**src/rtl/fgx_pkg.sv**
```systemverilog
package fgx_pkg;
    typedef enum logic [1:0] {
        ST_RUN          = 2'd0,
        ST_QUIESCE_WAIT = 2'd1,
        ST_TRAP_WAIT    = 2'd2
    } fgx_state_e;

    localparam logic [3:0] OP_CTRL    = 4'hB;
    localparam logic [3:0] OP_QUIESCE = 4'hF;
endpackage

```
**src/rtl/fgx_slot.sv**
```systemverilog
module fgx_slot #(
    parameter int XLEN       = 32,
    parameter int LINE_WORDS = 8,
    parameter int OFF_W      = 4,
    parameter int DELAY_SLOT = 0
) (
    input  logic                       alive_in,
    input  logic [XLEN-1:0]            pc_in,
    input  logic [XLEN-1:0]            npc_in,
    input  logic [OFF_W-1:0]           off_in,
    input  logic [LINE_WORDS*XLEN-1:0] line,
    input  logic                       taken_in,
    input  logic [XLEN-1:0]            target_in,
    output logic                       valid,
    output logic [XLEN-1:0]            inst,
    output logic [XLEN-1:0]            pc_out,
    output logic [XLEN-1:0]            npc_out,
    output logic [OFF_W-1:0]           off_out,
    output logic                       alive_out,
    output logic                       quiesce,
    output logic                       redir
);
    import fgx_pkg::*;

    localparam logic [XLEN-1:0] ISZ = XLEN'(XLEN / 8);

    logic [XLEN-1:0] word;
    logic            is_ctrl;
    logic            taken;
    logic [XLEN-1:0] ctl_pc;
    logic [XLEN-1:0] ctl_npc;

    assign word = line[off_in[OFF_W-2:0]*XLEN +: XLEN];

    generate
        if (DELAY_SLOT != 0) begin : g_ds
            always_comb begin
                ctl_pc  = npc_in;
                ctl_npc = taken ? target_in : npc_in + ISZ;
            end
        end else begin : g_nods
            always_comb begin
                ctl_pc  = taken ? target_in : pc_in + ISZ;
                ctl_npc = ctl_pc + ISZ;
            end
        end
    endgenerate

    always_comb begin
        valid     = alive_in && (off_in < OFF_W'(LINE_WORDS));
        inst      = valid ? word : '0;
        is_ctrl   = valid && (word[XLEN-1 -: 4] == OP_CTRL);
        quiesce   = valid && (word[XLEN-1 -: 4] == OP_QUIESCE);
        taken     = is_ctrl && taken_in;
        pc_out    = pc_in;
        npc_out   = npc_in;
        off_out   = off_in;
        if (valid) begin
            off_out = off_in + 1'b1;
            if (is_ctrl) begin
                pc_out  = ctl_pc;
                npc_out = ctl_npc;
            end else begin
                pc_out  = npc_in;
                npc_out = npc_in + ISZ;
            end
        end
        alive_out = valid && !taken && !quiesce;
        redir     = valid && ((pc_in + ISZ) != npc_in);
    end
endmodule

```
**src/rtl/fgx_status.sv**
```systemverilog
module fgx_status (
    input  logic                clk,
    input  logic                rst_n,
    input  logic                accept,
    input  logic                fault,
    input  logic                quiesce_hit,
    input  logic                wake,
    output fgx_pkg::fgx_state_e state
);
    import fgx_pkg::*;

    fgx_state_e state_q, state_d;

    always_ff @(posedge clk or negedge rst_n) begin
        if (!rst_n) state_q <= ST_RUN;
        else        state_q <= state_d;
    end

    always_comb begin
        state_d = state_q;
        unique case (state_q)
            ST_RUN: begin
                if (accept && fault)            state_d = ST_TRAP_WAIT;
                else if (accept && quiesce_hit) state_d = ST_QUIESCE_WAIT;
            end
            ST_QUIESCE_WAIT: if (wake) state_d = ST_RUN;
            ST_TRAP_WAIT:    if (wake) state_d = ST_RUN;
            default:         state_d = ST_RUN;
        endcase
    end

    assign state = state_q;

    // quiescing is only entered from a served group holding a quiesce word
    p_quiesce_entry_r7: assert property (@(posedge clk) disable iff (!rst_n)
        (state_q == ST_QUIESCE_WAIT && $past(state_q) == ST_RUN) |->
            $past(accept && quiesce_hit && !fault));

    // a waiting state is left only through wake
    p_wait_exit_r11: assert property (@(posedge clk) disable iff (!rst_n)
        ($past(state_q) != ST_RUN && state_q == ST_RUN) |-> $past(wake));
endmodule

```
**src/rtl/fetch_group_extractor.sv**
```systemverilog
module fetch_group_extractor #(
    parameter int XLEN       = 32,
    parameter int LINE_BYTES = 32,
    parameter int WIDTH      = 4,
    parameter int SEQ_W      = 16,
    parameter int DELAY_SLOT = 0
) (
    input  logic                              clk,
    input  logic                              rst_n,
    input  logic                              req_valid,
    input  logic [XLEN-1:0]                   req_pc,
    input  logic [XLEN-1:0]                   req_npc,
    input  logic [LINE_BYTES*8-1:0]           req_line,
    input  logic                              req_fault,
    input  logic                              wake,
    output logic [WIDTH*XLEN-1:0]             pred_pc,
    input  logic [WIDTH-1:0]                  pred_taken,
    input  logic [WIDTH*XLEN-1:0]             pred_target,
    output logic                              out_valid,
    output logic [$clog2(WIDTH+1)-1:0]        out_count,
    output logic [WIDTH-1:0]                  out_slot_valid,
    output logic [WIDTH*XLEN-1:0]             out_inst,
    output logic [WIDTH*XLEN-1:0]             out_pc,
    output logic [WIDTH*SEQ_W-1:0]            out_seq,
    output logic [WIDTH-1:0]                  out_redir,
    output logic                              out_fault,
    output logic [XLEN-1:0]                   out_pc_next,
    output logic [XLEN-1:0]                   out_npc_next,
    output logic [1:0]                        thread_state
);
    import fgx_pkg::*;

    localparam int ISZ_B      = XLEN / 8;
    localparam int LINE_WORDS = LINE_BYTES / ISZ_B;
    localparam int WIDX_W     = $clog2(LINE_WORDS);
    localparam int OFF_W      = WIDX_W + 1;
    localparam int LSB        = $clog2(ISZ_B);
    localparam int CNT_W      = $clog2(WIDTH + 1);

    logic [XLEN-1:0]  c_pc    [WIDTH+1];
    logic [XLEN-1:0]  c_npc   [WIDTH+1];
    logic [OFF_W-1:0] c_off   [WIDTH+1];
    logic             c_alive [WIDTH+1];
    logic [WIDTH-1:0] s_valid, s_quiesce, s_redir;
    logic [XLEN-1:0]  s_inst  [WIDTH];
    logic [CNT_W-1:0] s_count;
    logic [SEQ_W-1:0] seq_q;
    logic             accept;
    fgx_state_e       state;

    assign c_pc[0]    = req_pc;
    assign c_npc[0]   = req_npc;
    assign c_off[0]   = {1'b0, req_pc[LSB +: WIDX_W]};
    assign c_alive[0] = 1'b1;

    generate
        for (genvar i = 0; i < WIDTH; i++) begin : g_slot
            fgx_slot #(
                .XLEN(XLEN), .LINE_WORDS(LINE_WORDS),
                .OFF_W(OFF_W), .DELAY_SLOT(DELAY_SLOT)
            ) u_slot (
                .alive_in (c_alive[i]),
                .pc_in    (c_pc[i]),
                .npc_in   (c_npc[i]),
                .off_in   (c_off[i]),
                .line     (req_line),
                .taken_in (pred_taken[i]),
                .target_in(pred_target[i*XLEN +: XLEN]),
                .valid    (s_valid[i]),
                .inst     (s_inst[i]),
                .pc_out   (c_pc[i+1]),
                .npc_out  (c_npc[i+1]),
                .off_out  (c_off[i+1]),
                .alive_out(c_alive[i+1]),
                .quiesce  (s_quiesce[i]),
                .redir    (s_redir[i])
            );
            assign pred_pc[i*XLEN +: XLEN] = c_pc[i];
        end
    endgenerate

    always_comb begin
        s_count = '0;
        for (int i = 0; i < WIDTH; i++) s_count = s_count + CNT_W'(s_valid[i]);
    end

    assign accept = req_valid && (state == ST_RUN);

    fgx_status u_status (
        .clk        (clk),
        .rst_n      (rst_n),
        .accept     (accept),
        .fault      (req_fault),
        .quiesce_hit(|s_quiesce),
        .wake       (wake),
        .state      (state)
    );

    assign thread_state = state;

    always_ff @(posedge clk or negedge rst_n) begin
        if (!rst_n) begin
            seq_q          <= SEQ_W'(1);
            out_valid      <= 1'b0;
            out_count      <= '0;
            out_slot_valid <= '0;
            out_inst       <= '0;
            out_pc         <= '0;
            out_seq        <= '0;
            out_redir      <= '0;
            out_fault      <= 1'b0;
            out_pc_next    <= '0;
            out_npc_next   <= '0;
        end else if (accept) begin
            out_valid <= 1'b1;
            for (int i = 0; i < WIDTH; i++)
                out_seq[i*SEQ_W +: SEQ_W] <= seq_q + SEQ_W'(i);
            if (req_fault) begin
                seq_q          <= seq_q + SEQ_W'(1);
                out_count      <= CNT_W'(1);
                out_slot_valid <= WIDTH'(1);
                out_inst       <= '0;
                out_pc         <= {{((WIDTH-1)*XLEN){1'b0}}, req_pc};
                out_redir      <= '0;
                out_fault      <= 1'b1;
                out_pc_next    <= req_pc;
                out_npc_next   <= req_npc;
            end else begin
                seq_q          <= seq_q + SEQ_W'(s_count);
                out_count      <= s_count;
                out_slot_valid <= s_valid;
                for (int i = 0; i < WIDTH; i++) begin
                    out_inst[i*XLEN +: XLEN] <= s_inst[i];
                    out_pc[i*XLEN +: XLEN]   <= s_valid[i] ? c_pc[i] : '0;
                end
                out_redir      <= s_redir;
                out_fault      <= 1'b0;
                out_pc_next    <= c_pc[WIDTH];
                out_npc_next   <= c_npc[WIDTH];
            end
        end else begin
            out_valid      <= 1'b0;
            out_count      <= '0;
            out_slot_valid <= '0;
            out_fault      <= 1'b0;
        end
    end

    // the valid mask is a prefix whose population equals the count
    p_count_mask_r2: assert property (@(posedge clk) disable iff (!rst_n)
        out_valid |-> ($countones(out_slot_valid) == int'(out_count)
                       && ((out_slot_valid & (out_slot_valid + 1'b1)) == '0)));

    // the counter has moved past the last sequence number handed out
    p_seq_advance_r9: assert property (@(posedge clk) disable iff (!rst_n)
        out_valid |-> (seq_q == out_seq[0 +: SEQ_W] + SEQ_W'(out_count)));

    // a faulting group is a single slot
    p_fault_single_r8: assert property (@(posedge clk) disable iff (!rst_n)
        (out_valid && out_fault) |-> (out_count == CNT_W'(1)));

    // a request met by a waiting thread leaves no group
    p_wait_ignores_r11: assert property (@(posedge clk) disable iff (!rst_n)
        (req_valid && state != ST_RUN) |=> !out_valid);
endmodule

```
**config.mk**
```make
export PLATFORM = sky130hd
export DESIGN_NAME = fetch_group_extractor
export DESIGN_NICKNAME = d
export VERILOG_FILES = /design/src/rtl/fgx_pkg.sv /design/src/rtl/fgx_slot.sv /design/src/rtl/fgx_status.sv /design/src/rtl/fetch_group_extractor.sv
export SDC_FILE = /design/constraint.sdc
export NUM_CORES = 2
export LEC_CHECK = 0
export ABC_AREA = 1
export BUFFER_PORTS_ARGS = -buffer_cell sky130_fd_sc_hd__buf_2
export CORE_AREA = 2 2 387 389
export CTS_BUF_LIST = sky130_fd_sc_hd__clkbuf_16
export DETAILED_ROUTE_END_ITERATION = 10
export DIE_AREA = 0 0 389 391
export SYNTH_ARGS = -nofsm -noshare
export SYNTH_HDL_FRONTEND = slang
export SYNTH_SLANG_ARGS = --single-unit
```
**constraint.sdc**
```tcl
create_clock -name clk -period 7.3 [get_ports clk]
set_input_delay 0.73 -clock clk [delete_from_list [all_inputs] [get_ports clk]]
set_output_delay 0.73 -clock clk [all_outputs]
set_load 0.005 [all_outputs]
```
**Yosys cells after proc, flatten, opt, wreduce, memory -nomap -nowiden**

Cells that the tools add are included.

- Flip-flop bits (word level): 415
- Input port bits: 457
- Word-level logic and storage cells: 144

- $add $sub $neg: 22
- Order comparisons: 4
- Eq/ne operators: 16
- Shift-type cells: 4
- Muxes and demuxes: 48
- Reduce and logical (&&, ||, !) cells: 38

Operators by type and width:

| kind | count |
|---|---|
| indexed part select 256 x 9 -> 32 bit | 4 |
| 2-to-1 mux 32 bit | 30 |
| adder 32 x 3 -> 32 bit (second input constant) | 12 |
| 2-to-1 mux 128 bit | 2 |
| != test 32 bit | 4 |
| adder 16 x 2 -> 16 bit (second input constant) | 2 |
| equality test 4 bit (second input constant) | 8 |
| logical AND 1 bit | 28 |
| 2-to-1 mux 4 bit | 6 |
| adder 16 x 1 -> 16 bit (second input constant) | 1 |
| adder 16 x 3 -> 16 bit | 1 |
| 2-to-1 mux 16 bit | 1 |
| less-than comparator 4 bit (second input constant) | 3 |
| adder 4 x 1 -> 4 bit (second input constant) | 2 |
| zero test 1 bit | 6 |
| 2-to-1 mux 2 bit | 3 |
| 2-to-1 mux 3 bit | 2 |
| adder 3 x 1 -> 4 bit (second input constant) | 1 |
| less-than comparator 3 x 4 -> 1 bit (second input constant) | 1 |
| case mux 2 bit (2 select lines) | 1 |
| OR reduction 4 bit | 1 |
| adder 2 x 1 -> 3 bit | 1 |
| adder 3 x 1 -> 3 bit | 1 |
| 2-to-1 mux 1 bit | 3 |
| other kinds (8) | 8 |

**Depth between registers and ports, before layout**

- Depth in word-level cells: 27
- Mapped depth: 51
- Depth with buffers taken out: 49

**Hierarchy**

A second synthesis with hierarchy kept.

- Cells, all modules: 6801
- Area, all modules: 40894.2 um2

By module, submodules not included:

| module | instances | cells each | area an instance (um2) | sequential area each (um2) |
|---|---|---|---|---|
| fetch_group_extractor | 1 | 1481 | 16404.5 | 10286.1 |
| fgx_slot (g_slot[0].u_slot ...) | 2 | 1334 | 6113.4 | 0.0 |
| fgx_slot (g_slot[3].u_slot) | 1 | 1327 | 6087.1 | 0.0 |
| fgx_slot (g_slot[2].u_slot) | 1 | 1306 | 6047.0 | 0.0 |
| fgx_status | 1 | 19 | 128.9 | 50.0 |

**Least setup slack after synthesis**

Ideal clock, no wire load.

- Path kind: in2reg
- Start: input port req_pc[2]
- End: register out_npc_next[27]
- Setup time: 0.120 ns
- Arrival: 6.399 ns
- Data required time: 7.180 ns
- Setup slack: 0.781 ns
- Stages: 47
- Path buffers: 6
- Cells stage by stage: buf_6 inv_4 buf_6 clkbuf_1 clkbuf_1 ha_1 inv_1 clkbuf_1 a21oi_1 o21ai_1 nand3_1 nand2_1 nand2_1 nor2_1 nand4_2 buf_2 nand2_1 o21ai_1 [... 11 more ...] nand2_1 nand3_1 nand3_1 nand2_1 nor2_1 nand2_1 nor2_2 nand2_1 nor2_4 nand2_2 nor2_4 nand3_2 nor2_4 nand2_1 nand2_1 o21ai_1 o21ai_1 nand2_1

- Elaborated cells on any way between the ends: 77
- Classes of those cells: add/sub: 14; order compare: 4; eq/ne: 7; shift: 4; mux: 22; reduce/logical: 26

RTL lines:

| element | RTL line | source |
|---|---|---|
| from (decl) | fetch_group_extractor.sv:11 | `input logic [XLEN-1:0] req_pc,` |
| parallel branches: the longest is 18 deep, another holds adder 32 x 3 -> 32 bit | n/a |  |
| 2-to-1 mux 32 bit (*) | fgx_slot.sv:58 | `if (valid) begin` |
| net pred_pc[99] | fetch_group_extractor.sv:16 | `output logic [WIDTH*XLEN-1:0] pred_pc,` |
| adder 32 x 3 -> 32 bit (*) | fgx_slot.sv:43 | `ctl_pc = taken ? target_in : pc_in + ISZ;` |
| 2-to-1 mux 32 bit (*) | fgx_slot.sv:43 |  |
| adder 32 x 3 -> 32 bit (*) | fgx_slot.sv:44 | `ctl_npc = ctl_pc + ISZ;` |
| 2-to-1 mux 32 bit (*) | fgx_slot.sv:60 | `if (is_ctrl) begin` |
| 2-to-1 mux 32 bit (*) | fgx_slot.sv:58 |  |
| 2-to-1 mux 32 bit (*) | fetch_group_extractor.sv:118 | `if (req_fault) begin` |
| to (signal assigned) | fetch_group_extractor.sv:127 | `out_npc_next <= req_npc;` |
| to (signal assigned) | fetch_group_extractor.sv:139 | `out_npc_next <= c_npc[WIDTH];` |
| to (decl) | fetch_group_extractor.sv:28 | `output logic [XLEN-1:0] out_npc_next,` |

Mark *: on every way through the listed nets, which the timed path passes.
A chain may end at the register's enable or synchronous reset.

**Worst setup path after layout**

- Start: input port req_pc[3]
- End: output port pred_pc[125]

- Cells in the longest elaborated chain, start to end: 19
- Elaborated cells on any way between the ends: 52
- Classes of those cells: add/sub: 8; order compare: 3; eq/ne: 5; shift: 3; mux: 15; reduce/logical: 18

Ends and longest elaborated chain:

| element | RTL line |
|---|---|
| parallel branches: the longest is 18 deep, another holds adder 32 x 3 -> 32 bit | n/a |
| 2-to-1 mux 32 bit (*) | fgx_slot.sv:58 |
| to (decl) | fetch_group_extractor.sv:16 |

Every way passes the cells marked *.

==> summary.txt <==
CP Launch Type - input pin
Synth cell types - 66
pwr/cell area - 329 nW/µm²
vias in the first global route - 43200
share of synthesized registers carrying an async set or reset - 100%
Hold Violations, Final - 0
Clock power frac - 20.3%
Layout Utilization - 30.2%
Final nets - 6994
I/O Pins - 984
outcome - finished, final reports clean
DIE AREA - 152000 µm²
fmax - 145 MHz
Mapped Avg Cell Area - 6.30 µm²
HP Class - in -> async
Critical Path Max Stage Delay - 650 ps
initial core utilization - 24.3%
Worst Max-Slew Pin Slew - 1280 ps
DP HPWL - 190000 µm
Crit path top cell by count - nand2_1
met1 usage - 34.5%
global-route wire length before repair - 337000 µm
RSZ-0062 raised after global routing - no
Psw - 7.37 mW
reg2reg path depth - 11
Die Width - 389 µm
vias per cell - 5.41
Post-CTS Resized - 0
Overall Power - 14.8 mW
Post-CTS Hold Fix Bufs - 0
reported max-cap violation count - 0
Routability Congestion - 1.04
Cells after Synth - 5727
Post-Syn Area - 36100 µm²
Worst path slowest cell - o21ai_1
Slew Limit Headroom - 14.5%
CP Launch Point - req_pc[3]
Worst Clk Skew - 37.5 ps
switching part of the total - 49.9%
wire length per cell - 28.7 µm
setup tns final - 0 ps
Peak VDD IR - 0.193 mV
GR Layer Usage met3 - 9.06%
I/O Buffers - 982
combinational power share - 51.9%
Max Slew Vio Count - 0
area delta synth->final - 24.5%
CTS H-tree depth - 2
placed cell area - 42800 µm²
total wire length - 246000 µm
clk buf depth - 3
Clock Latency Late Sink - 690 ps
largest net degree at the start of global routing - 159
Synth Flop Type - dfrtp_1
Seq/Total Area, Yosys - 28.5%
#FFs+latches synth - 411
Vias - 46300
Final ANT Viol Nets - 0
drt drc - 0
final hold slack - 101 ps
core area - 149000 µm²
r2r startpoint - u_status.state[0]$_DFFE_PN0P_
met2 Use GR - 51.3%
fraction of layout cells with a size suffix above 1 - 22.5%
number of synthesized flops with an enable pin - 0
Num CTS Buffers - 57
required time of the critical path - 6570 ps
fin crit share - 94.5%
LEAKAGE - 22.5 nW
Worst-path clk slew - 60 ps
WP data arrival - 6170 ps
Clock Sinks - 411
1st-pass router iterations - 7
sequential power share - 27.8%
postcts setup bufs - 0
GR Overflow Total - 0
crit path max fanout - 29
design area - 44900 µm²
Power Internal - 7.41 mW
Mapped Nets - 6205
clock root buffer - clkbuf_16
CTS tree - built
initial antenna violation count - 90
Rows - 142
Crit Path Class - in -> out
grt peak-use layer - met2
CP Capture Type - output pin
die height - 391 µm
min Tclk post-route - 6900 ps
endpoints failing setup - 0
number of DRC markers in iteration 0 - 5143
warnings from Yosys - 0
Total GRT Usage - 30.9%
[cells in the mapped netlist (6+ instances only)]
cell type	instances	area [µm²]
dfrtp_1	410	10300
nand4_1	59	369
buf_4	47	353
nor2_1	419	1570
buf_2	35	175
nand3_2	20	200
o21ai_1	18	90.1
ha_1	20	250
o21ai_2	6	52.6
a22o_1	12	105
inv_2	33	124
a32o_1	91	911
inv_1	482	1810
nand2_1	1655	6210
buf_6	18	203
o2111ai_1	33	289
clkbuf_1	250	938
o211ai_1	145	1090
xor2_1	56	490
nor2_2	42	263
a22oi_1	28	210
nand3b_1	15	113
a21oi_1	319	1600
or2_2	38	238
nand3_1	551	2760
o21ai_0	632	3160
o22ai_1	17	106
xnor2_1	7	61.3
nor3_1	28	140
a31oi_1	7	43.8
buf_1	44	165
o221ai_1	38	333
nand2_2	51	319
nor2_4	21	236
nand2_4	6	67.6
[logic make-up after synthesis]
| group | share of synthesized area, % |
|---|---|
| buffers and inverters | 10.5 |
| XOR/XNOR | 1.58 |
| flip-flops | 28.5 |
| adder cells (fa/ha/maj) | 0.749 |
| other | 0.0104 |
| AO/OA/AOI/OAI | 23.2 |
| multiplexers | 0.0833 |
| AND/OR/NAND/NOR | 35.4 |
[worst paths after layout]
kind                                                     end  slack, ps
worst min register to register        out_seq[9]$_DFFE_PN0P_        470
worst max register to register        out_pc[48]$_DFFE_PN0P_       3880
max in group asynchronous            out_pc[107]$_DFFE_PN0P_       5810
min in group clk                out_npc_next[17]$_DFFE_PN0P_        320
worst min-delay path                out_inst[70]$_DFFE_PN0P_        100
worst max-delay path                            pred_pc[125]        400
[power groups by stage]
stage / registers, mW / logic (mW) / clock network, mW
5_1_grt: 4.18 / 8.31 / 3.14
6_report: 4.10 / 7.68 / 3.00
4_1_cts: 4.07 / 7.62 / 3.05
2_1_floorplan: 3.91 / 3.77 / 0
3_3_place_gp: 4.09 / 7.56 / 0
3_5_place_dp: 4.10 / 7.58 / 0
[critical path, delay by kind of cell]
family	cells	cell delay [ps]
compound gates	1	650
mux	1	170
buf+inv	6	1310
simple gates	20	3230
[placed cells by master, fill, tap and decap left out, types with 13 or more instances in the layout]
| cell | Yosys | layout |
|---|---|---|
| nand2_1 | 1655 | 1654 |
| buf_2 | 35 | 979 |
| o21ai_0 | 632 | 632 |
| nand3_1 | 551 | 551 |
| inv_1 | 482 | 478 |
| nor2_1 | 419 | 413 |
| dfrtp_1 | 410 | 410 |
| a21oi_1 | 319 | 319 |
| o211ai_1 | 145 | 145 |
| buf_4 | 47 | 137 |
| a32o_1 | 91 | 91 |
| nand4_1 | 59 | 59 |
| diode_2 | 0 | 58 |
| clkbuf_16 | 0 | 57 |
| xor2_1 | 56 | 56 |
| nand2_2 | 51 | 50 |
| nor2_2 | 42 | 41 |
| inv_2 | 33 | 39 |
| or2_2 | 38 | 38 |
| o221ai_1 | 38 | 38 |
| o2111ai_1 | 33 | 33 |
| nor2_4 | 21 | 28 |
| nor3_1 | 28 | 28 |
| a22oi_1 | 28 | 28 |
| nand3_2 | 20 | 20 |
| ha_1 | 20 | 19 |
| o21ai_1 | 18 | 18 |
| o22ai_1 | 17 | 17 |
| nand3b_1 | 15 | 15 |
| clkinv_2 | 0 | 13 |
[metal layers]
layer / share of wire (%) / vias up
met2: 46 / 2603
met4: 7.5 / 30
met5: 0.074 / -
met3: 10 / 653
li1: - / 20800
met1: 36 / 22200
[area by class of cell]
| cell class | count | area (µm²) |
|---|---|---|
| Timing Repair Buffer | 1124 | 6080 |
| Sequential cell | 411 | 10300 |
| Antenna cell | 58 | 145 |
| Fill cell | 16700 | 104000 |
| Clock inverter | 49 | 493 |
| Clock buffer | 57 | 1430 |
| Inverter | 521 | 1960 |
| Tap cell | 1944 | 2430 |
| Multi-Input combinational cell | 4401 | 22100 |
[metrics by stage]
step / worst slack [ps] / instances
after global placement: 209 / 8401
after detailed placement: 126 / 8401
final: 402 / 8565
after global routing: 102 / 8547
after floorplan: 781 / 5727
after CTS: 517 / 8507
[state kept, by name (all words and copies together), names as in the netlist]
name and count:
out_count 3, out_fault 1, out_inst 128, out_npc_next 32, out_pc 128, out_pc_next 32
out_redir 3, out_seq 62, out_slot_valid 4, seq_q 16, u_status.state 2
No activity file was read; power rests on OpenSTA's default activity.
